--- config.mk ---
export PLATFORM = sky130hd
export DESIGN_NAME = lsa_aligner
export DESIGN_NICKNAME = d
export VERILOG_FILES = /design/src/rtl/lsa_pkg.sv /design/src/rtl/lsa_addr_gen.sv /design/src/rtl/lsa_store_lanes.sv /design/src/rtl/lsa_load_extend.sv /design/src/rtl/lsa_aligner.sv
export SDC_FILE = /design/constraint.sdc
export NUM_CORES = 1
export LEC_CHECK = 0
export BUFFER_PORTS_ARGS = -buffer_cell sky130_fd_sc_hd__buf_2
export CAP_MARGIN = 10
export CORE_MARGIN = 1.5
export CORE_UTILIZATION = 48
export CTS_BUF_LIST = sky130_fd_sc_hd__clkbuf_8 sky130_fd_sc_hd__clkbuf_16
export DETAILED_ROUTE_END_ITERATION = 8
export GPL_TIMING_DRIVEN = 1
export PLACE_DENSITY = 0.89
export RECOVER_POWER = 50
export SYNTH_ARGS = -nofsm -noshare
export SYNTH_HDL_FRONTEND = slang
export SYNTH_HIERARCHICAL = 1
export SYNTH_SLANG_ARGS = --single-unit
--- constraint.sdc ---
create_clock -name clk -period 3.4 [get_ports clk]
set_input_delay 0.17 -clock clk [delete_from_list [all_inputs] [get_ports clk]]
set_output_delay 0.17 -clock clk [all_outputs]
set_load 0.02 [all_outputs]
--- src/rtl/lsa_pkg.sv ---
package lsa_pkg;
  typedef enum logic [1:0] {SZ_BYTE, SZ_HALF, SZ_WORD, SZ_NONE} acc_size_e;

  typedef struct packed {
    logic      known;
    logic      is_load;
    logic      signed_ext;
    acc_size_e size;
  } acc_desc_t;

  localparam logic [5:0] OPC_LDB  = 6'd32;
  localparam logic [5:0] OPC_LDH  = 6'd33;
  localparam logic [5:0] OPC_LDW  = 6'd35;
  localparam logic [5:0] OPC_LDBU = 6'd36;
  localparam logic [5:0] OPC_LDHU = 6'd37;
  localparam logic [5:0] OPC_STB  = 6'd40;
  localparam logic [5:0] OPC_STH  = 6'd41;
  localparam logic [5:0] OPC_STW  = 6'd43;

  function automatic acc_desc_t decode_op(input logic [5:0] op);
    acc_desc_t d;
    d = '{known: 1'b1, is_load: 1'b1, signed_ext: 1'b0, size: SZ_WORD};
    case (op)
      OPC_LDB:  begin d.signed_ext = 1'b1; d.size = SZ_BYTE; end
      OPC_LDH:  begin d.signed_ext = 1'b1; d.size = SZ_HALF; end
      OPC_LDW:  d.size = SZ_WORD;
      OPC_LDBU: d.size = SZ_BYTE;
      OPC_LDHU: d.size = SZ_HALF;
      OPC_STB:  begin d.is_load = 1'b0; d.size = SZ_BYTE; end
      OPC_STH:  begin d.is_load = 1'b0; d.size = SZ_HALF; end
      OPC_STW:  begin d.is_load = 1'b0; d.size = SZ_WORD; end
      default:  begin d.known = 1'b0; d.is_load = 1'b0; d.size = SZ_NONE; end
    endcase
    return d;
  endfunction
endpackage

--- src/rtl/lsa_addr_gen.sv ---
module lsa_addr_gen #(
  parameter int ADDR_W   = 32,
  parameter int OFS_W    = 16,
  parameter int OFS_BITS = 2
) (
  input  logic [ADDR_W-1:0]   base,
  input  logic [OFS_W-1:0]    offset,
  input  lsa_pkg::acc_size_e  size,
  output logic [ADDR_W-1:0]   eff_addr,
  output logic                misaligned
);
  localparam int EXT_W = ADDR_W - OFS_W;

  logic [ADDR_W-1:0] ofs_ext;

  assign ofs_ext  = {{EXT_W{offset[OFS_W-1]}}, offset};
  assign eff_addr = base + ofs_ext;

  always_comb begin
    case (size)
      lsa_pkg::SZ_HALF: misaligned = eff_addr[0];
      lsa_pkg::SZ_WORD: misaligned = |eff_addr[OFS_BITS-1:0];
      default:          misaligned = 1'b0;
    endcase
  end
endmodule

--- src/rtl/lsa_store_lanes.sv ---
module lsa_store_lanes #(
  parameter int DATA_W = 32
) (
  input  lsa_pkg::acc_size_e        size,
  input  logic [$clog2(DATA_W/8)-1:0] ofs,
  input  logic [DATA_W-1:0]         wdata_in,
  output logic [DATA_W/8-1:0]       lane_we,
  output logic [DATA_W-1:0]         wdata_out
);
  localparam int LANES    = DATA_W / 8;
  localparam int OFS_BITS = $clog2(LANES);

  for (genvar i = 0; i < LANES; i++) begin : g_lane
    localparam logic [OFS_BITS-1:0] POS = OFS_BITS'(i);
    logic       en;
    logic [7:0] byte_val;

    always_comb begin
      case (size)
        lsa_pkg::SZ_BYTE: en = (ofs == POS);
        lsa_pkg::SZ_HALF: en = (ofs[OFS_BITS-1:1] == POS[OFS_BITS-1:1]);
        lsa_pkg::SZ_WORD: en = 1'b1;
        default:          en = 1'b0;
      endcase
    end

    always_comb begin
      case (size)
        lsa_pkg::SZ_BYTE: byte_val = wdata_in[7:0];
        lsa_pkg::SZ_HALF: byte_val = POS[0] ? wdata_in[7:0] : wdata_in[15:8];
        default:          byte_val = wdata_in[DATA_W-1-8*i -: 8];
      endcase
    end

    assign lane_we[LANES-1-i]           = en;
    assign wdata_out[DATA_W-1-8*i -: 8] = byte_val;
  end
endmodule

--- src/rtl/lsa_load_extend.sv ---
module lsa_load_extend #(
  parameter int DATA_W = 32
) (
  input  lsa_pkg::acc_size_e          size,
  input  logic                        signed_ext,
  input  logic [$clog2(DATA_W/8)-1:0] ofs,
  input  logic [DATA_W-1:0]           rdata,
  output logic [DATA_W-1:0]           result
);
  localparam int OFS_BITS = $clog2(DATA_W / 8);

  logic [7:0]  sel_b;
  logic [15:0] sel_h;
  logic [OFS_BITS-1:0] ofs_h;

  assign ofs_h = {ofs[OFS_BITS-1:1], 1'b0};

  always_comb begin
    sel_b = rdata[DATA_W-1-8*int'(ofs) -: 8];
    sel_h = rdata[DATA_W-1-8*int'(ofs_h) -: 16];
  end

  always_comb begin
    case (size)
      lsa_pkg::SZ_BYTE: result = {{(DATA_W-8){signed_ext & sel_b[7]}}, sel_b};
      lsa_pkg::SZ_HALF: result = {{(DATA_W-16){signed_ext & sel_h[15]}}, sel_h};
      default:          result = rdata;
    endcase
  end
endmodule

--- src/rtl/lsa_aligner.sv ---
module lsa_aligner #(
  parameter int DATA_W = 32,
  parameter int ADDR_W = 32,
  parameter int OFS_W  = 16
) (
  input  logic              clk,
  input  logic              rst_n,
  input  logic              req_valid,
  output logic              req_ready,
  input  logic [5:0]        req_op,
  input  logic [ADDR_W-1:0] req_base,
  input  logic [OFS_W-1:0]  req_offset,
  input  logic [DATA_W-1:0] req_wdata,
  output logic              mem_valid,
  input  logic              mem_ready,
  output logic [ADDR_W-1:0] mem_addr,
  output logic [DATA_W/8-1:0] mem_we,
  output logic [DATA_W-1:0] mem_wdata,
  input  logic              mem_rvalid,
  input  logic [DATA_W-1:0] mem_rdata,
  output logic              ld_wen,
  output logic [DATA_W-1:0] ld_data,
  output logic              align_err
);
  localparam int LANES    = DATA_W / 8;
  localparam int OFS_BITS = $clog2(LANES);

  lsa_pkg::acc_desc_t  desc;
  logic                misaligned;
  logic [ADDR_W-1:0]   eff_addr;
  logic [LANES-1:0]    lane_we;
  logic [DATA_W-1:0]   lane_wdata;
  logic                pend_q;
  logic [OFS_BITS-1:0] ofs_q;
  lsa_pkg::acc_size_e  size_q;
  logic                sext_q;
  logic                mem_go;
  logic                load_accept;

  assign desc = lsa_pkg::decode_op(req_op);

  lsa_addr_gen #(.ADDR_W(ADDR_W), .OFS_W(OFS_W), .OFS_BITS(OFS_BITS)) u_agen (
    .base       (req_base),
    .offset     (req_offset),
    .size       (desc.size),
    .eff_addr   (eff_addr),
    .misaligned (misaligned)
  );

  lsa_store_lanes #(.DATA_W(DATA_W)) u_lanes (
    .size      (desc.size),
    .ofs       (eff_addr[OFS_BITS-1:0]),
    .wdata_in  (req_wdata),
    .lane_we   (lane_we),
    .wdata_out (lane_wdata)
  );

  lsa_load_extend #(.DATA_W(DATA_W)) u_ext (
    .size       (size_q),
    .signed_ext (sext_q),
    .ofs        (ofs_q),
    .rdata      (mem_rdata),
    .result     (ld_data)
  );

  assign mem_go      = desc.known && !misaligned;
  assign req_ready   = !pend_q && (!mem_go || mem_ready);
  assign mem_valid   = req_valid && !pend_q && mem_go;
  assign mem_addr    = eff_addr;
  assign mem_wdata   = lane_wdata;
  assign mem_we      = (mem_valid && !desc.is_load) ? lane_we : '0;
  assign align_err   = req_valid && !pend_q && desc.known && misaligned;
  assign load_accept = mem_valid && mem_ready && desc.is_load;
  assign ld_wen      = pend_q && mem_rvalid;

  always_ff @(posedge clk) begin
    if (!rst_n) begin
      pend_q <= 1'b0;
      ofs_q  <= '0;
      size_q <= lsa_pkg::SZ_WORD;
      sext_q <= 1'b0;
    end else if (load_accept) begin
      pend_q <= 1'b1;
      ofs_q  <= eff_addr[OFS_BITS-1:0];
      size_q <= desc.size;
      sext_q <= desc.signed_ext;
    end else if (mem_rvalid) begin
      pend_q <= 1'b0;
    end
  end
endmodule

After elaboration in Yosys (flattened, before gate mapping)
Index checks and enable logic that the tools add are counted.
{"block": "totals", "ff_bits": 6, "out_inout_bits": 104, "elab_cells": 69}
{"block": "classes", "n_addsub": 3, "eq_ne": 14, "shifts": 2, "n_mux": 16, "bitwise_logic": 3, "reduce_logical": 27}
{"operator": "$pmux W32 S2", "count": 1}
{"operator": "$eq A6 B6 Y1 const B", "count": 8}
{"operator": "$shiftx A47 B32 Y16", "count": 1}
{"operator": "$shiftx A39 B32 Y8", "count": 1}
{"operator": "$add A32 B32 Y32", "count": 1}
{"operator": "$mux W8", "count": 2}
{"operator": "$pmux W8 S2", "count": 1}
{"operator": "$pmux W1 S3", "count": 4}
{"operator": "$sub A5 B5 Y6 const A", "count": 2}
{"operator": "$logic_and A1 B1 Y1", "count": 10}
{"operator": "$reduce_or A2 Y1", "count": 4}
{"operator": "$reduce_or A8 Y1", "count": 1}
{"operator": "$eq A2 B1 Y1 const B", "count": 3}
{"operator": "$eq A2 B2 Y1 const B", "count": 3}
{"operator": "$logic_not A2 Y1", "count": 3}
{"operator": "$pmux W2 S3", "count": 1}
{"operator": "$reduce_or A3 Y1", "count": 2}
{"operator": "$mux W1", "count": 5}
{"operator": "$reduce_or A5 Y1", "count": 1}
{"operator": "$logic_not A1 Y1", "count": 4}
{"operator": "$mux W4", "count": 1}
{"operator": "$and A1 B1 Y1", "count": 2}
{"operator": "$pmux W1 S2", "count": 1}
{"operator": "$reduce_bool A2 Y1", "count": 1}
{"operator": "other kinds (2)", "count": 2}

Longest topological paths before layout
{"block": "depth", "depth_word": 11, "mapped_depth": 11}

Modules after synthesis
The synthesis kept the hierarchy.
{"mod": "lsa_addr_gen", "n_inst": 1, "cells_each": 266, "area_per_inst_um2": 1839.3, "seq_area_each_um2": 0.0}
{"mod": "lsa_load_extend", "n_inst": 1, "cells_each": 101, "area_per_inst_um2": 709.4, "seq_area_each_um2": 0.0}
{"mod": "lsa_store_lanes", "n_inst": 1, "cells_each": 68, "area_per_inst_um2": 535.5, "seq_area_each_um2": 0.0}
{"mod": "lsa_aligner", "n_inst": 1, "cells_each": 52, "area_per_inst_um2": 429.2, "seq_area_each_um2": 120.1}

Worst setup path after synthesis
No wires, ideal clock.
{"block": "synth_timing", "kind": "input -> output", "start": "in req_offset[0]", "end": "out mem_addr[26]", "arrival_time_ns": 2.507, "slack_ns": 0.723, "stages": 9, "n_path_buf": 0, "path_cell_list": "ha_1 fa_1 a21o_1 a211o_1 a211o_1 a21bo_2 nand2_1 nor2_1 a311oi_1"}
{"block": "synth_via", "elab_chain_cells": 1}
{"element": "start: declaration", "line_no": "lsa_aligner.sv:12", "source": "input logic [OFS_W-1:0] req_offset,"}
{"element": "$add A32 B32 Y32", "line_no": "lsa_addr_gen.sv:17", "source": "assign eff_addr = base + ofs_ext;"}
{"element": "end: declaration", "line_no": "lsa_aligner.sv:16", "source": "output logic [ADDR_W-1:0] mem_addr,"}
No other way between the ends.

Worst setup path in the final report
{"block": "layout_timing", "start": "in req_offset[0]", "end": "out mem_addr[18]"}
Same word-level chain as after synthesis.

==> results.yml <==
final_layout:
  stdcell_area_um2: 4540
  nNetsFinal: 841
  ff_latch_area_um2: 120
  synthToLayoutAreaGrowth_pct: 29.1
  fillers: 654
  drive_above_1_share_pct: 33.0
  multiInputGateArea_um2: 3090
sta:
  rsz0062_at_grt: "no"
  hold_viol: 0
  setup_viol: 0
  worst_slew_pin_slew_ns: 1.44
  period_share_pct: 83.9
  fmax_mhz: 351
  maxSlewViolCount: 0
  fin_skew_ns: 0.00126
  worst_slack_ns: 0.548
  fin_tns_setup_ns: 0
  relSlewSlack_pct: 4.02
  post-route-min-period_ns: 2.85
grt:
  grt_usage_pct: 28.9
  grt_pass1_wl_mm: 18.3
  grt_pass1_vias: 4051
  grt-ovfl-total: 0
  grt_max_degree: 32
  antenna_found_initial: 4
run:
  timing.max_cap.violations: 0
detailed_routing:
  drt_iter0_markers: 197
  first_pass_iters: 5
  post_drt_wl_per_cell_um: 15.8
  wirelength_mm: 12.3
  num_vias: 4575
  vias_per_cell: 5.85
  drtAntennaViolNets: 0
  drc: 0
clock_tree:
  cts_setup_buffers: 0
  cts_resized: 0
  cts_buffers: 3
  cts_max_path_buffers: 2
  cts.clk_slew.worst_paths_ns: 0.04
  clock-root-buffer: "clkbuf_8"
  clock_latency_ns: 0.22
  cts_htree_levels: 1
  cts_tree: "built"
  cts_sinks: 6
  postCtsHoldBufs: 0
yosys:
  synth_edf_count: 0
  syn_inst: 487
  synthDistinctLibCells: 66
  yosys_warnings: 6
  syn-num-nets: 644
  synth_area_per_cell_um2: 7.21
  ys_async_sr_fraction_pct: 0
  synth-seq-area-share_pct: 3.42
  synth_area_um2: 3510
  ys_ff_latch: 6
  synth_flop_cell: "dfxtp_1"
setup_path:
  crit_arrival_ns: 2.68
  cp.required_ns: 3.23
  worstSetupStartpointType: "primary input"
  path_max_fanout: 5
  endpoint_kind: "output port"
  path_class: "primary input to output port"
floorplanning:
  die_h_um: 88.6
  rows: 31
  ios: 227
  coreArea_um2: 7180
  die_w_um: 88.6
  start_util_pct: 49.0
  die_area_um2: 7840
placement:
  dp.final_hpwl_mm: 10.3
  post-place-ws_ns: 0.582
  place_congestion: 0.935
  port_buffers: 226
  dpl_cell_area_um2: 4550
worst_hold_path:
  hold_path.class: "primary input to register"
run_status:
  status: "complete, no violations"
power:
  ir_drop_mv: 0.162
  p_per_area_nw_per_um2: 229
  power.static_leakage_uw: 0.00225
-- cells in the final DEF (no fill, tap or decap), types with 3 or more instances in the layout --
cell,instances
a221o_1,9
nor4_1,4
o21a_1,3
xor2_1,10
and2_1,8
mux2_2,16
mux2_1,4
o21bai_1,5
a211o_1,4
o22ai_1,5
nor3_1,5
o22a_1,3
nor2_1,32
nand2b_1,6
o211ai_1,4
nand3_1,9
ha_1,33
o21ai_0,32
a31oi_1,5
a22o_1,10
nand4_1,5
buf_2,191
dfxtp_1,6
nor2b_1,6
o21ai_1,7
buf_4,3
a21o_1,13
clkbuf_1,36
mux2i_1,20
a2bb2oi_1,7
nand2_1,63
a21oi_1,40
o31ai_1,8
clkbuf_8,3
inv_1,12
xnor2_1,19
-- critical path: stages --
cell and delay (ns):
buf_2 0.10, ha_1 0.21, fa_1 0.42, a21o_1 0.21, a211o_1 0.31, a211o_1 0.30
a21boi_2 0.27, o21ai_1 0.13, a21oi_1 0.19, xnor2_1 0.16, buf_2 0.20
-- where the power goes --
group / total [uW] / switching (uW) / internal [uW]
Sequential: 71.2 / 0.296 / 70.9
Clock: 106 / 30.4 / 76.1
Combinational: 863 / 534 / 329
-- per-layer routing --
| metal | part of all wire (%) | global-route usage [%] |
|---|---|---|
| met1 | 40 | 34.1 |
| met2 | 49 | 53.0 |
| met3 | 8.6 | 6.81 |
| met4 | 1.8 | 6.39 |
| met5 | 0.20 | 0 |
-- Yosys cell counts, types with 10 or more instances --
cell type  instances  area (um^2)
a21o_1            13         97.6
buf_2             10         50.1
o21ai_0           19         95.1
a22o_1            10         87.6
xor2_1            10         87.6
xnor2_1           19          166
mux2_2            16          180
o21ai_1           20          100
ha_1              33          413
mux2i_1           20          200
inv_1             12         45.0
nand2_1           63          236
a21oi_1           39          195
nor2_1            32          120
buf_4             14          105
-- through the flow --
step	hold WS (ns)	utilization (%)	power, uW	std cells
finish	0.280	63.2	1040	782
global route	0.287	63.2	1120	781
CTS	0.278	64.0	1040	781
detailed placement	0.458	63.4	932	778
global placement	0.449	63.4	917	778
floorplan	0.364	-	657	487
-- worst paths after layout --
path,slack [ns],end,depth (start not counted),start
max,0.55,mem_addr[18],11,req_offset[0]
min,0.28,pend_q,2,rst_n
max reg2reg,1.70,ofs_q[1],4,pend_q
min reg2reg,0.46,ofs_q[1],2,ofs_q[1]
-- final cells by class --
cell class	instances	area share (%)
diodes	1	0.0552
clock buffers	3	0.910
inverters	13	1.08
multi-input cells	430	68.0
flip-flops and latches	6	2.65
well taps	99	2.73
repair buffers	230	24.5
-- state kept, by name, indices dropped and copies added (netlist names) --
name / cells
ofs_q: 2
size_q: 2
pend_q: 1
sext_q: 1
-- cell families after synthesis --
family	synth area share (%)
AOI/OAI and AO/OA	36.1
and+or+nand+nor	19.7
buffers and inverters	8.48
muxes	12.7
adders and majority gates	12.3
xor gates and xnor gates	7.23
DFF	3.42
(Power assumes the default switching activity.)
